### config.mk
export PLATFORM = sky130hd
export DESIGN_NAME = bus_arb_top
export DESIGN_NICKNAME = d
export VERILOG_FILES = /design/src/rtl/bus_arb_pkg.sv /design/src/rtl/bus_arb_reqmux.sv /design/src/rtl/bus_arb_pick.sv /design/src/rtl/bus_arb_regs.sv /design/src/rtl/bus_arb_top.sv
export SDC_FILE = /design/constraint.sdc
export NUM_CORES = 1
export LEC_CHECK = 0
export ABC_AREA = 1
export BUFFER_PORTS_ARGS = -buffer_cell sky130_fd_sc_hd__buf_2
export CAP_MARGIN = 20
export CORE_ASPECT_RATIO = 0.6
export CORE_MARGIN = 1
export CORE_UTILIZATION = 38
export CTS_BUF_LIST = sky130_fd_sc_hd__clkbuf_8
export DETAILED_ROUTE_END_ITERATION = 6
export PLACE_DENSITY = 0.69
export SLEW_MARGIN = 20
export SYNTH_ARGS = -nofsm -noshare
export SYNTH_HDL_FRONTEND = slang
export SYNTH_SLANG_ARGS = --single-unit
### constraint.sdc
create_clock -name clk -period 13.6 [get_ports clk]
set_input_delay 0.68 -clock clk [delete_from_list [all_inputs] [get_ports clk]]
set_output_delay 0.68 -clock clk [all_outputs]
set_load 0.005 [all_outputs]
### src/rtl/bus_arb_pkg.sv
package bus_arb_pkg;
  localparam int CMD_W = 3;

  typedef enum logic [CMD_W-1:0] {
    CMD_NONE = 3'd0,
    CMD_RD   = 3'd1,
    CMD_WR   = 3'd2,
    CMD_UPG  = 3'd3,
    CMD_RPLY = 3'd4,
    CMD_WB   = 3'd5
  } bus_cmd_e;

  // rotation distance of requester id behind pointer last, modulo n
  function automatic int rr_distance(input int id, input int last, input int n);
    return (id + n - ((last + 1) % n)) % n;
  endfunction

  // commands that need data from memory
  function automatic logic needs_fill(input logic [CMD_W-1:0] c);
    return (c == CMD_RD) || (c == CMD_WR);
  endfunction
endpackage

### src/rtl/bus_arb_reqmux.sv
module bus_arb_reqmux
  import bus_arb_pkg::*;
#(
  parameter int NPROC  = 4,
  parameter int ADDR_W = 16,
  localparam int NAG   = NPROC + 1
) (
  input  logic                             phase_sel,
  input  logic [NPROC-1:0][CMD_W-1:0]      p_cmd,
  input  logic [NPROC-1:0][ADDR_W-1:0]     p_addr,
  input  logic [NPROC-1:0]                 p_hi,
  input  logic [CMD_W-1:0]                 act_cmd,
  input  logic [ADDR_W-1:0]                act_addr,
  output logic                             mem_req,
  output logic [NAG-1:0]                   req_v,
  output logic [NAG-1:0]                   req_hi,
  output logic [NAG-1:0][CMD_W-1:0]        req_cmd,
  output logic [NAG-1:0][ADDR_W-1:0]       req_addr
);
  assign mem_req = phase_sel && needs_fill(act_cmd);

  for (genvar g = 0; g < NPROC; g++) begin : g_proc
    assign req_v[g]    = (p_cmd[g] != CMD_NONE);
    assign req_hi[g]   = req_v[g] && p_hi[g];
    assign req_cmd[g]  = p_cmd[g];
    assign req_addr[g] = p_addr[g];
  end

  assign req_v[NPROC]    = mem_req;
  assign req_hi[NPROC]   = 1'b0;
  assign req_cmd[NPROC]  = CMD_RPLY;
  assign req_addr[NPROC] = act_addr;
endmodule

### src/rtl/bus_arb_pick.sv
module bus_arb_pick
  import bus_arb_pkg::*;
#(
  parameter int NPROC  = 4,
  parameter int ADDR_W = 16,
  localparam int NAG   = NPROC + 1,
  localparam int ID_W  = $clog2(NPROC + 2),
  localparam int PTR_W = (NPROC > 1) ? $clog2(NPROC) : 1
) (
  input  logic [NAG-1:0]               req_v,
  input  logic [NAG-1:0]               req_hi,
  input  logic [NAG-1:0][CMD_W-1:0]    req_cmd,
  input  logic [NAG-1:0][ADDR_W-1:0]   req_addr,
  input  logic [PTR_W-1:0]             last_ptr,
  output logic                         sel_valid,
  output logic [ID_W-1:0]              sel_id,
  output logic [CMD_W-1:0]             sel_cmd,
  output logic [ADDR_W-1:0]            sel_addr,
  output logic                         sel_hi
);
  int best_key;
  int sel_idx;
  int key;

  // key 0 for high priority, 1+distance for processors, NPROC+1 for memory
  always_comb begin
    best_key  = 0;
    sel_idx   = 0;
    sel_valid = 1'b0;
    key       = 0;
    for (int i = 0; i < NAG; i++) begin
      if (req_v[i]) begin
        if (req_hi[i])
          key = 0;
        else if (i == NPROC)
          key = NPROC + 1;
        else
          key = 1 + rr_distance(i, int'(last_ptr), NPROC);
        if (!sel_valid || key < best_key) begin
          sel_valid = 1'b1;
          best_key  = key;
          sel_idx   = i;
        end
      end
    end
  end

  assign sel_id   = ID_W'(sel_idx);
  assign sel_cmd  = req_cmd[sel_idx];
  assign sel_addr = req_addr[sel_idx];
  assign sel_hi   = req_hi[sel_idx];
endmodule

### src/rtl/bus_arb_regs.sv
module bus_arb_regs
  import bus_arb_pkg::*;
#(
  parameter int NPROC  = 4,
  parameter int ADDR_W = 16,
  parameter int CYC_W  = 32,
  localparam int NAG   = NPROC + 1,
  localparam int ID_W  = $clog2(NPROC + 2),
  localparam int PTR_W = (NPROC > 1) ? $clog2(NPROC) : 1
) (
  input  logic                 clk,
  input  logic                 rst_n,
  input  logic                 phase_start,
  input  logic                 phase_sel,
  input  logic                 sel_valid,
  input  logic [ID_W-1:0]      sel_id,
  input  logic [CMD_W-1:0]     sel_cmd,
  input  logic [ADDR_W-1:0]    sel_addr,
  input  logic                 sel_hi,
  output logic [ID_W-1:0]      win_id,
  output logic [CMD_W-1:0]     win_cmd,
  output logic [ADDR_W-1:0]    win_addr,
  output logic                 win_hi,
  output logic [NAG-1:0]       grant,
  output logic [CYC_W-1:0]     cycle_cnt,
  output logic [PTR_W-1:0]     last_ptr,
  output logic [CMD_W-1:0]     act_cmd,
  output logic [ADDR_W-1:0]    act_addr
);
  logic act_start;
  logic proc_won;

  assign act_start = phase_start && !phase_sel;
  assign proc_won  = sel_valid && (sel_id < ID_W'(NPROC));

  always_ff @(posedge clk or negedge rst_n) begin
    if (!rst_n) begin
      win_id    <= '1;
      win_cmd   <= CMD_NONE;
      win_addr  <= '0;
      win_hi    <= 1'b0;
      grant     <= '0;
      cycle_cnt <= '0;
      last_ptr  <= PTR_W'(NPROC - 1);
      act_cmd   <= CMD_NONE;
      act_addr  <= '0;
    end else begin
      grant <= '0;
      if (phase_start) begin
        if (sel_valid) begin
          win_id   <= sel_id;
          win_cmd  <= sel_cmd;
          win_addr <= sel_addr;
          win_hi   <= sel_hi;
          grant    <= NAG'(1) << sel_id;
        end else begin
          win_id   <= '1;
          win_cmd  <= CMD_NONE;
          win_addr <= '0;
          win_hi   <= 1'b0;
        end
      end
      if (act_start) begin
        cycle_cnt <= cycle_cnt + CYC_W'(1);
        act_cmd   <= sel_valid ? sel_cmd : CMD_NONE;
        act_addr  <= sel_valid ? sel_addr : '0;
        if (proc_won)
          last_ptr <= PTR_W'(sel_id);
      end
    end
  end
endmodule

### src/rtl/bus_arb_top.sv
module bus_arb_top
  import bus_arb_pkg::*;
#(
  parameter int NPROC  = 4,
  parameter int ADDR_W = 16,
  parameter int CYC_W  = 32,
  localparam int NAG   = NPROC + 1,
  localparam int ID_W  = $clog2(NPROC + 2),
  localparam int PTR_W = (NPROC > 1) ? $clog2(NPROC) : 1
) (
  input  logic                      clk,
  input  logic                      rst_n,
  input  logic                      phase_start,
  input  logic                      phase_sel,
  input  logic [NPROC*CMD_W-1:0]    proc_cmd,
  input  logic [NPROC*ADDR_W-1:0]   proc_addr,
  input  logic [NPROC-1:0]          proc_hi,
  output logic [ID_W-1:0]           win_id,
  output logic [CMD_W-1:0]          win_cmd,
  output logic [ADDR_W-1:0]         win_addr,
  output logic                      win_hi,
  output logic [NAG-1:0]            grant,
  output logic [CYC_W-1:0]          cycle_cnt
);
  logic [NPROC-1:0][CMD_W-1:0]   p_cmd;
  logic [NPROC-1:0][ADDR_W-1:0]  p_addr;
  logic [NAG-1:0]                req_v;
  logic [NAG-1:0]                req_hi;
  logic [NAG-1:0][CMD_W-1:0]     req_cmd;
  logic [NAG-1:0][ADDR_W-1:0]    req_addr;
  logic                          mem_req;
  logic                          sel_valid;
  logic [ID_W-1:0]               sel_id;
  logic [CMD_W-1:0]              sel_cmd;
  logic [ADDR_W-1:0]             sel_addr;
  logic                          sel_hi;
  logic [PTR_W-1:0]              last_ptr;
  logic [CMD_W-1:0]              act_cmd;
  logic [ADDR_W-1:0]             act_addr;

  assign p_cmd  = proc_cmd;
  assign p_addr = proc_addr;

  bus_arb_reqmux #(.NPROC(NPROC), .ADDR_W(ADDR_W)) u_reqmux (
    .phase_sel (phase_sel),
    .p_cmd     (p_cmd),
    .p_addr    (p_addr),
    .p_hi      (proc_hi),
    .act_cmd   (act_cmd),
    .act_addr  (act_addr),
    .mem_req   (mem_req),
    .req_v     (req_v),
    .req_hi    (req_hi),
    .req_cmd   (req_cmd),
    .req_addr  (req_addr)
  );

  bus_arb_pick #(.NPROC(NPROC), .ADDR_W(ADDR_W)) u_pick (
    .req_v     (req_v),
    .req_hi    (req_hi),
    .req_cmd   (req_cmd),
    .req_addr  (req_addr),
    .last_ptr  (last_ptr),
    .sel_valid (sel_valid),
    .sel_id    (sel_id),
    .sel_cmd   (sel_cmd),
    .sel_addr  (sel_addr),
    .sel_hi    (sel_hi)
  );

  bus_arb_regs #(.NPROC(NPROC), .ADDR_W(ADDR_W), .CYC_W(CYC_W)) u_regs (
    .clk         (clk),
    .rst_n       (rst_n),
    .phase_start (phase_start),
    .phase_sel   (phase_sel),
    .sel_valid   (sel_valid),
    .sel_id      (sel_id),
    .sel_cmd     (sel_cmd),
    .sel_addr    (sel_addr),
    .sel_hi      (sel_hi),
    .win_id      (win_id),
    .win_cmd     (win_cmd),
    .win_addr    (win_addr),
    .win_hi      (win_hi),
    .grant       (grant),
    .cycle_cnt   (cycle_cnt),
    .last_ptr    (last_ptr),
    .act_cmd     (act_cmd),
    .act_addr    (act_addr)
  );
endmodule

* Word-level counts from Yosys, hierarchy flattened
Index checks and enable logic that the tools add are counted.
** Word-level totals
- Register bits :: 81
- Input bits :: 84
- Output and inout bits :: 60
- Word-level logic and storage cells :: 107
** Operators by class
- Add/sub/neg operators :: 10
- Order comparisons :: 6
- Eq/ne operators :: 2
- Shift-type cells :: 1
- Muxes and demuxes :: 47
- Bitwise logic cells :: 5
- Reductions and logical operators :: 27
** Operators with widths (count)
- $mux W32 :: 22
- $lt A32 B32 Y1 :: 4
- $bmux W16 S3 :: 1
- $mux W16 :: 3
- $add A32 B1 Y32 const B :: 1
- $lt A32 B5 Y1 const B :: 1
- $sub A4 B3 Y5 const A :: 4
- $add A2 B3 Y4 const A :: 4
- $mux W1 :: 13
- $mux W3 :: 4
- $reduce_bool A3 Y1 :: 4
- $mux W5 :: 2
- $reduce_or A2 Y1 :: 5
- $bmux W3 S3 :: 1
- $logic_and A1 B1 Y1 :: 7
- $logic_not A1 Y1 :: 5
- $logic_or A1 B1 Y1 :: 5
- $shl A1 B3 Y5 const A :: 1
- $and A1 B1 Y1 :: 4
- $bmux W1 S3 :: 1
- $eq A3 B1 Y1 const B :: 1
- $eq A3 B2 Y1 const B :: 1
- $lt A3 B3 Y1 const B :: 1
- $add A2 B1 Y2 const B :: 1
- 2 further kinds :: 2

* Logic depth before layout (Yosys ltp)
- Depth after elaboration :: 29
- Depth in mapped cells :: 39
- Depth with buffers taken out :: 38

* By module
Synthesis repeated with hierarchy kept, for this count alone.
** Second synthesis, totals
- Cell total of the unflattened synthesis :: 872
- Area, all modules :: 6124.6 um2
** Modules (own cells, without submodules)
- bus_arb_regs :: instances 1, cells an instance 406, area each 3563.4 um2, sequential area each 2033.2 um2
- bus_arb_pick :: instances 1, cells an instance 346, area each 1730.4 um2, sequential area each 0.0 um2
- bus_arb_reqmux :: instances 1, cells an instance 120, area each 830.8 um2, sequential area each 0.0 um2

* Worst setup path before layout
No wires, ideal clock.
- Path kind :: reg2reg
- Start :: register u_regs.last_ptr[0]
- End :: register u_regs.act_addr[0]
- Library setup time :: 0.118 ns
- Arrival :: 4.144 ns
- Data required time :: 13.482 ns
- Setup slack :: 9.339 ns
- Cell stages (with the launch flop) :: 36
- Path buffers :: 1
- Clock period less this slack :: 4.261 ns
- Cells stage by stage :: dfstp_2 -> inv_2 -> ha_1 -> xnor2_1 -> nor2_1 -> ha_1 -> nand2_1 -> inv_1 -> nand2_1 -> nand2_1 -> nand2_2 -> nand2_2 -> o21ai_0 -> ha_1 -> nand2_1 -> inv_1 -> nand2_1 -> nand2_1 -> nand2_2 -> nand2_4 -> nand2_1 -> o21ai_1 -> ha_1 -> a21oi_1 -> nand2_1 -> nand2_2 -> nand2_2 -> nand2_2 -> nand3_4 -> nand2_2 -> buf_2 -> nand2_1 -> nand3_1 -> nand3_1 -> nand3_1 -> nand2_1
** Between the ends
- Longest elaborated chain between the ends :: 28
- Elaborated cells between the ends (all ways) :: 64
- Those cells by class :: add/sub: 9; order compare: 4; mux: 34; bitwise: 5; reduce/logical: 12
** RTL lines
- start: declaration :: line bus_arb_regs.sv:26 : output logic [PTR_W-1:0] last_ptr,
- start signal: assignment :: line bus_arb_regs.sv:44 : last_ptr <= PTR_W'(NPROC - 1);
- start signal: assignment :: line bus_arb_regs.sv:68 : last_ptr <= PTR_W'(sel_id);
- $add A2 B1 Y2 * :: line bus_arb_pkg.sv:15 : return (id + n - ((last + 1) % n)) % n;
- $reduce_or A2 Y1 (no source line)
- $and A1 B1 Y1 (no source line)
- $sub A4 B3 Y5 :: line bus_arb_pkg.sv:15
- $and A1 B1 Y1 (no source line)
- $add A2 B3 Y4 :: line bus_arb_pick.sv:38 : key = 1 + rr_distance(i, int'(last_ptr), NPROC);
- $mux W32 :: line bus_arb_pick.sv:33 : if (req_hi[i])
- $mux W32 :: line bus_arb_pick.sv:32 : if (req_v[i]) begin
- [... 11 more ...]
- $mux W32 or $mux W1 (tied branches) :: line bus_arb_pick.sv:32
- $lt A32 B32 Y1 or $logic_not A1 Y1 (tied branches) :: line bus_arb_pick.sv:39 : if (!sel_valid || key < best_key) begin
- $logic_or A1 B1 Y1 :: line bus_arb_pick.sv:39
- $mux W32 :: line bus_arb_pick.sv:39
- $mux W32 :: line bus_arb_pick.sv:32
- $bmux W16 S3 :: line bus_arb_pick.sv:50 : assign sel_addr = req_addr[sel_idx];
- $mux W16 (implied by the code) (2 in a row) :: line bus_arb_pick.sv:50
- $mux W16 * :: line bus_arb_regs.sv:66 : act_addr <= sel_valid ? sel_addr : '0;
- end signal: assignment :: line bus_arb_regs.sv:66
- end: declaration :: line bus_arb_regs.sv:28 : output logic [ADDR_W-1:0] act_addr
Mark *: on every way between the ends. The rest lies on a longest branch, timed or not. The select of a mux whose other input is x is not followed.
A chain may end at the register's enable or synchronous reset.

* Final worst setup path
- Start :: register u_regs.last_ptr[0]
- End :: register u_regs.win_hi
** Between the ends
- Longest elaborated chain between the ends :: 28
- Elaborated cells between the ends (all ways) :: 64
- Those cells by class :: add/sub: 9; order compare: 4; mux: 34; bitwise: 5; reduce/logical: 12
** RTL lines
- $add A2 B1 Y2 * :: line bus_arb_pkg.sv:15
- $reduce_or A2 Y1 (no source line)
- $and A1 B1 Y1 (no source line)
- $sub A4 B3 Y5 :: line bus_arb_pkg.sv:15
- $and A1 B1 Y1 (no source line)
- $add A2 B3 Y4 :: line bus_arb_pick.sv:38
- $mux W32 :: line bus_arb_pick.sv:33
- $mux W32 :: line bus_arb_pick.sv:32
- [... 11 more ...]
- $mux W32 or $mux W1 (tied branches) :: line bus_arb_pick.sv:32
- $lt A32 B32 Y1 or $logic_not A1 Y1 (tied branches) :: line bus_arb_pick.sv:39
- $logic_or A1 B1 Y1 :: line bus_arb_pick.sv:39
- $mux W32 :: line bus_arb_pick.sv:39
- $mux W32 :: line bus_arb_pick.sv:32
- $bmux W1 S3 :: line bus_arb_pick.sv:51 : assign sel_hi = req_hi[sel_idx];
- $mux W1 (implied by the code) (2 in a row) :: line bus_arb_pick.sv:51
- $mux W1 * :: line bus_arb_regs.sv:50 : if (sel_valid) begin
- end signal: assignment :: line bus_arb_regs.sv:54 : win_hi <= sel_hi;
- end: declaration :: line bus_arb_regs.sv:23 : output logic win_hi,
Marks and branches as above.

==> results.toml <==
[status]
status = "finished clean"

[clocking]
clk_pin_slew_ps = 80
cts_buffers = 9
ctsHoldBuffers = 0
cts_tree = "built"
h-tree-depth = 3
post_cts_buffers = 0
root_buffer = "clkbuf_8"
worstSkewPairLatency_ps = 350
cts_buffer_depth = 2
cts.sinks = 81
post_cts_resized = 0

[worst_setup_path]
reg2regPathDepth = 34
cp_slowest_cell = "nand2_2"
regToRegEndpoint = "u_regs.win_hi"
path_class = "reg2reg"
crit_top_cell = "nand2_1"
startpoint = "u_regs.last_ptr[0]"
r2r-start = "u_regs.last_ptr[0]"
ff2ff_setup_slack_ps = 7870
worstPathRequired_ps = 13850
crit_end = "u_regs.win_hi"
crit_fanout = 39
cp_slowest_stage_delay_ps = 660
cp-start-kind = "register"
endpoint_kind = "register"
cp.arrival_ps = 5980

[floorplanning]
fp-row-count = 31
dieHeight_um = 89.9
io_pins = 144
dieWidth_um = 148
core_um2 = 12300
die_area_um2 = 13300
start_util = 0.398

[drt]
dr.pass1.iters = 5
final_antenna_net_count = 0
wirelength_mm = 13.0
wl_per_cell_um = 13.7
viasPerCell = 4.75
drt_iter0_drc = 229
drcViolationCount = 0
vias = 4502

[hold_path]
hold_class = "in2async"

[timing]
fmax_mhz = 175
skew_ps = 7.78
tns_ps = 0
hold_viol = 0
drv_slew = 0
finalCritPeriodShare = 0.421
finalSetupViolCount = 0
rsz0062_at_grt = "no"
tightest_slew_ps = 740
relSlewSlack = 0.506
min_period_ps = 5730

[cells_and_area]
layout-drive-gt1-share = 0.263
num_antenna_cells = 0
synthToLayoutAreaGrowth_pct = 21.2
fill_cells = 1234
fin_nets = 873

[synth]
async_reset_ff_frac = 1.00
synth-compound-area-share = 0.0376
synthFlopType = "dfrtp_1"
synth_fa_ha_area_frac = 0.0282
syn_area_um2 = 4890
synth_nets = 742
muxShareOfSynthArea = 0
ys_seq_area_frac = 0.416
yosysWarnings = 0
synth_top_family_by_area = "simple AND/OR/NAND/NOR gates"
synth-seq-cells = 81
synth_xor_area_frac = 0.0520
synth_edf_count = 0
synthSimpleGateAreaFrac = 0.387
syn-instance-count = 647
synth_cell_type_count = 38
syn_avg_cell_area_um2 = 7.56

[grt]
track_usage = 0.204
grt_pass1_vias = 4269
gr-total-overflow = 0
grt_pass1_wl_mm = 21.4
antenna_found_initial = 0
grt_max_degree = 47

[job]
cap_violations = 0

[placement]
dp_hpwl_mm = 9.91
io_buffers = 143
gp_congestion = 0.869
-- stage by stage --
stage / cell area [um^2] / hold slack [ps] / util / setup slack (ps) / std cells
after floorplan: 4890 / 384 / - / 9340 / 647
after CTS: 5930 / 278 / 0.482 / 7860 / 948
after global routing: 5930 / 286 / 0.482 / 7300 / 948
after global placement: 5700 / 461 / 0.463 / 7910 / 932
after detailed placement: 5700 / 464 / 0.463 / 7750 / 932
final: 5930 / 275 / 0.482 / 7870 / 948
-- synth_stat cells, types with 2 or more instances --
library cell	number	area (um^2)
nand2_4	2	22.5
nand4_2	2	25.0
nor3_1	7	35.0
nand2_2	9	56.3
nor3_2	3	30.0
nor3b_2	2	25.0
nor2_4	4	45.0
nand3_1	81	405
o22ai_1	2	12.5
nor2_1	46	173
inv_2	7	26.3
o21ai_0	3	15.0
ha_1	11	138
nand3b_1	15	113
buf_4	6	45.0
inv_1	54	203
dfrtp_1	76	1900
nand2_1	221	830
clkbuf_1	5	18.8
nor2_2	3	18.8
a31oi_1	3	18.8
a21oi_1	20	100
buf_2	13	65.1
dfstp_2	5	131
o21ai_1	4	20.0
xor2_1	18	158
nand4_1	3	18.8
buf_6	2	22.5
xnor2_1	11	96.3
-- logic make-up (layout without fill, tap and decap cells) --
| logic type | Yosys count | after routing |
|---|---|---|
| buffers and inverters | 88 | 224 |
| adder cells (fa/ha/maj) | 11 | 11 |
| XOR/XNOR | 29 | 29 |
| AO/OA/AOI/OAI | 34 | 34 |
| AND/OR/NAND/NOR | 404 | 404 |
| flip-flops | 81 | 81 |
-- cell usage in the layout, fill, tap and decap left out, types with 11 or more instances in the layout --
cell type  synthesis  layout
nand2_1          221     221
buf_2             13     142
nand3_1           81      81
dfrtp_1           76      76
inv_1             54      54
nor2_1            46      46
a21oi_1           20      20
xor2_1            18      18
nand3b_1          15      15
xnor2_1           11      11
ha_1              11      11
-- worst max-delay path, delay by kind of cell, from the launching register on --
kind,cells,cell delay [ps]
AO/OA/AOI/OAI,4,690
XOR/XNOR,1,230
adder cells (fa/ha/maj),4,1230
buffers and inverters,4,450
flip-flops,1,610
AND/OR/NAND/NOR,21,2380
-- layer usage --
metal	GRT usage	part of all wire	vias to the layer above
met4	0.0387	0.0066	0
met5	0	0	-
li1	-	-	2309
met3	0.0426	0.063	7
met1	0.322	0.54	2053
met2	0.280	0.40	133
-- final cells by class --
class	instances	area (um^2)	share of cell area
Clock inverter	6	91.3	0.0154
Sequential cell	81	2030	0.343
Multi-Input combinational cell	478	2480	0.419
Inverter	62	235	0.0397
Tap cell	165	206	0.0348
Timing Repair Buffer	146	741	0.125
Clock buffer	10	138	0.0232
-- worst min-delay path by stage --
stage / from / end / slack (ps) / cells after the start
after detailed placement: u_regs.cycle_cnt[31] / u_regs.cycle_cnt[31] / 460 / 1
final: rst_n / u_regs.cycle_cnt[27] / 270 / 1
after CTS: rst_n / u_regs.cycle_cnt[27] / 280 / 1
after global placement: u_regs.cycle_cnt[31] / u_regs.cycle_cnt[31] / 460 / 1
after global routing: rst_n / u_regs.cycle_cnt[27] / 290 / 1
after floorplan: rst_n / u_regs.act_addr[0] / 380 / 0
-- state kept, by name, indices dropped and copies added, names as in the netlist --
name              cells
u_regs.grant          5
u_regs.act_addr      16
u_regs.cycle_cnt     32
u_regs.win_hi         1
u_regs.win_cmd        3
u_regs.win_addr      16
u_regs.last_ptr       2
u_regs.win_id         3
u_regs.act_cmd        3
Power is not shown: default switching activity piles up to over one toggle a cycle in this logic, so the estimate is an artifact.
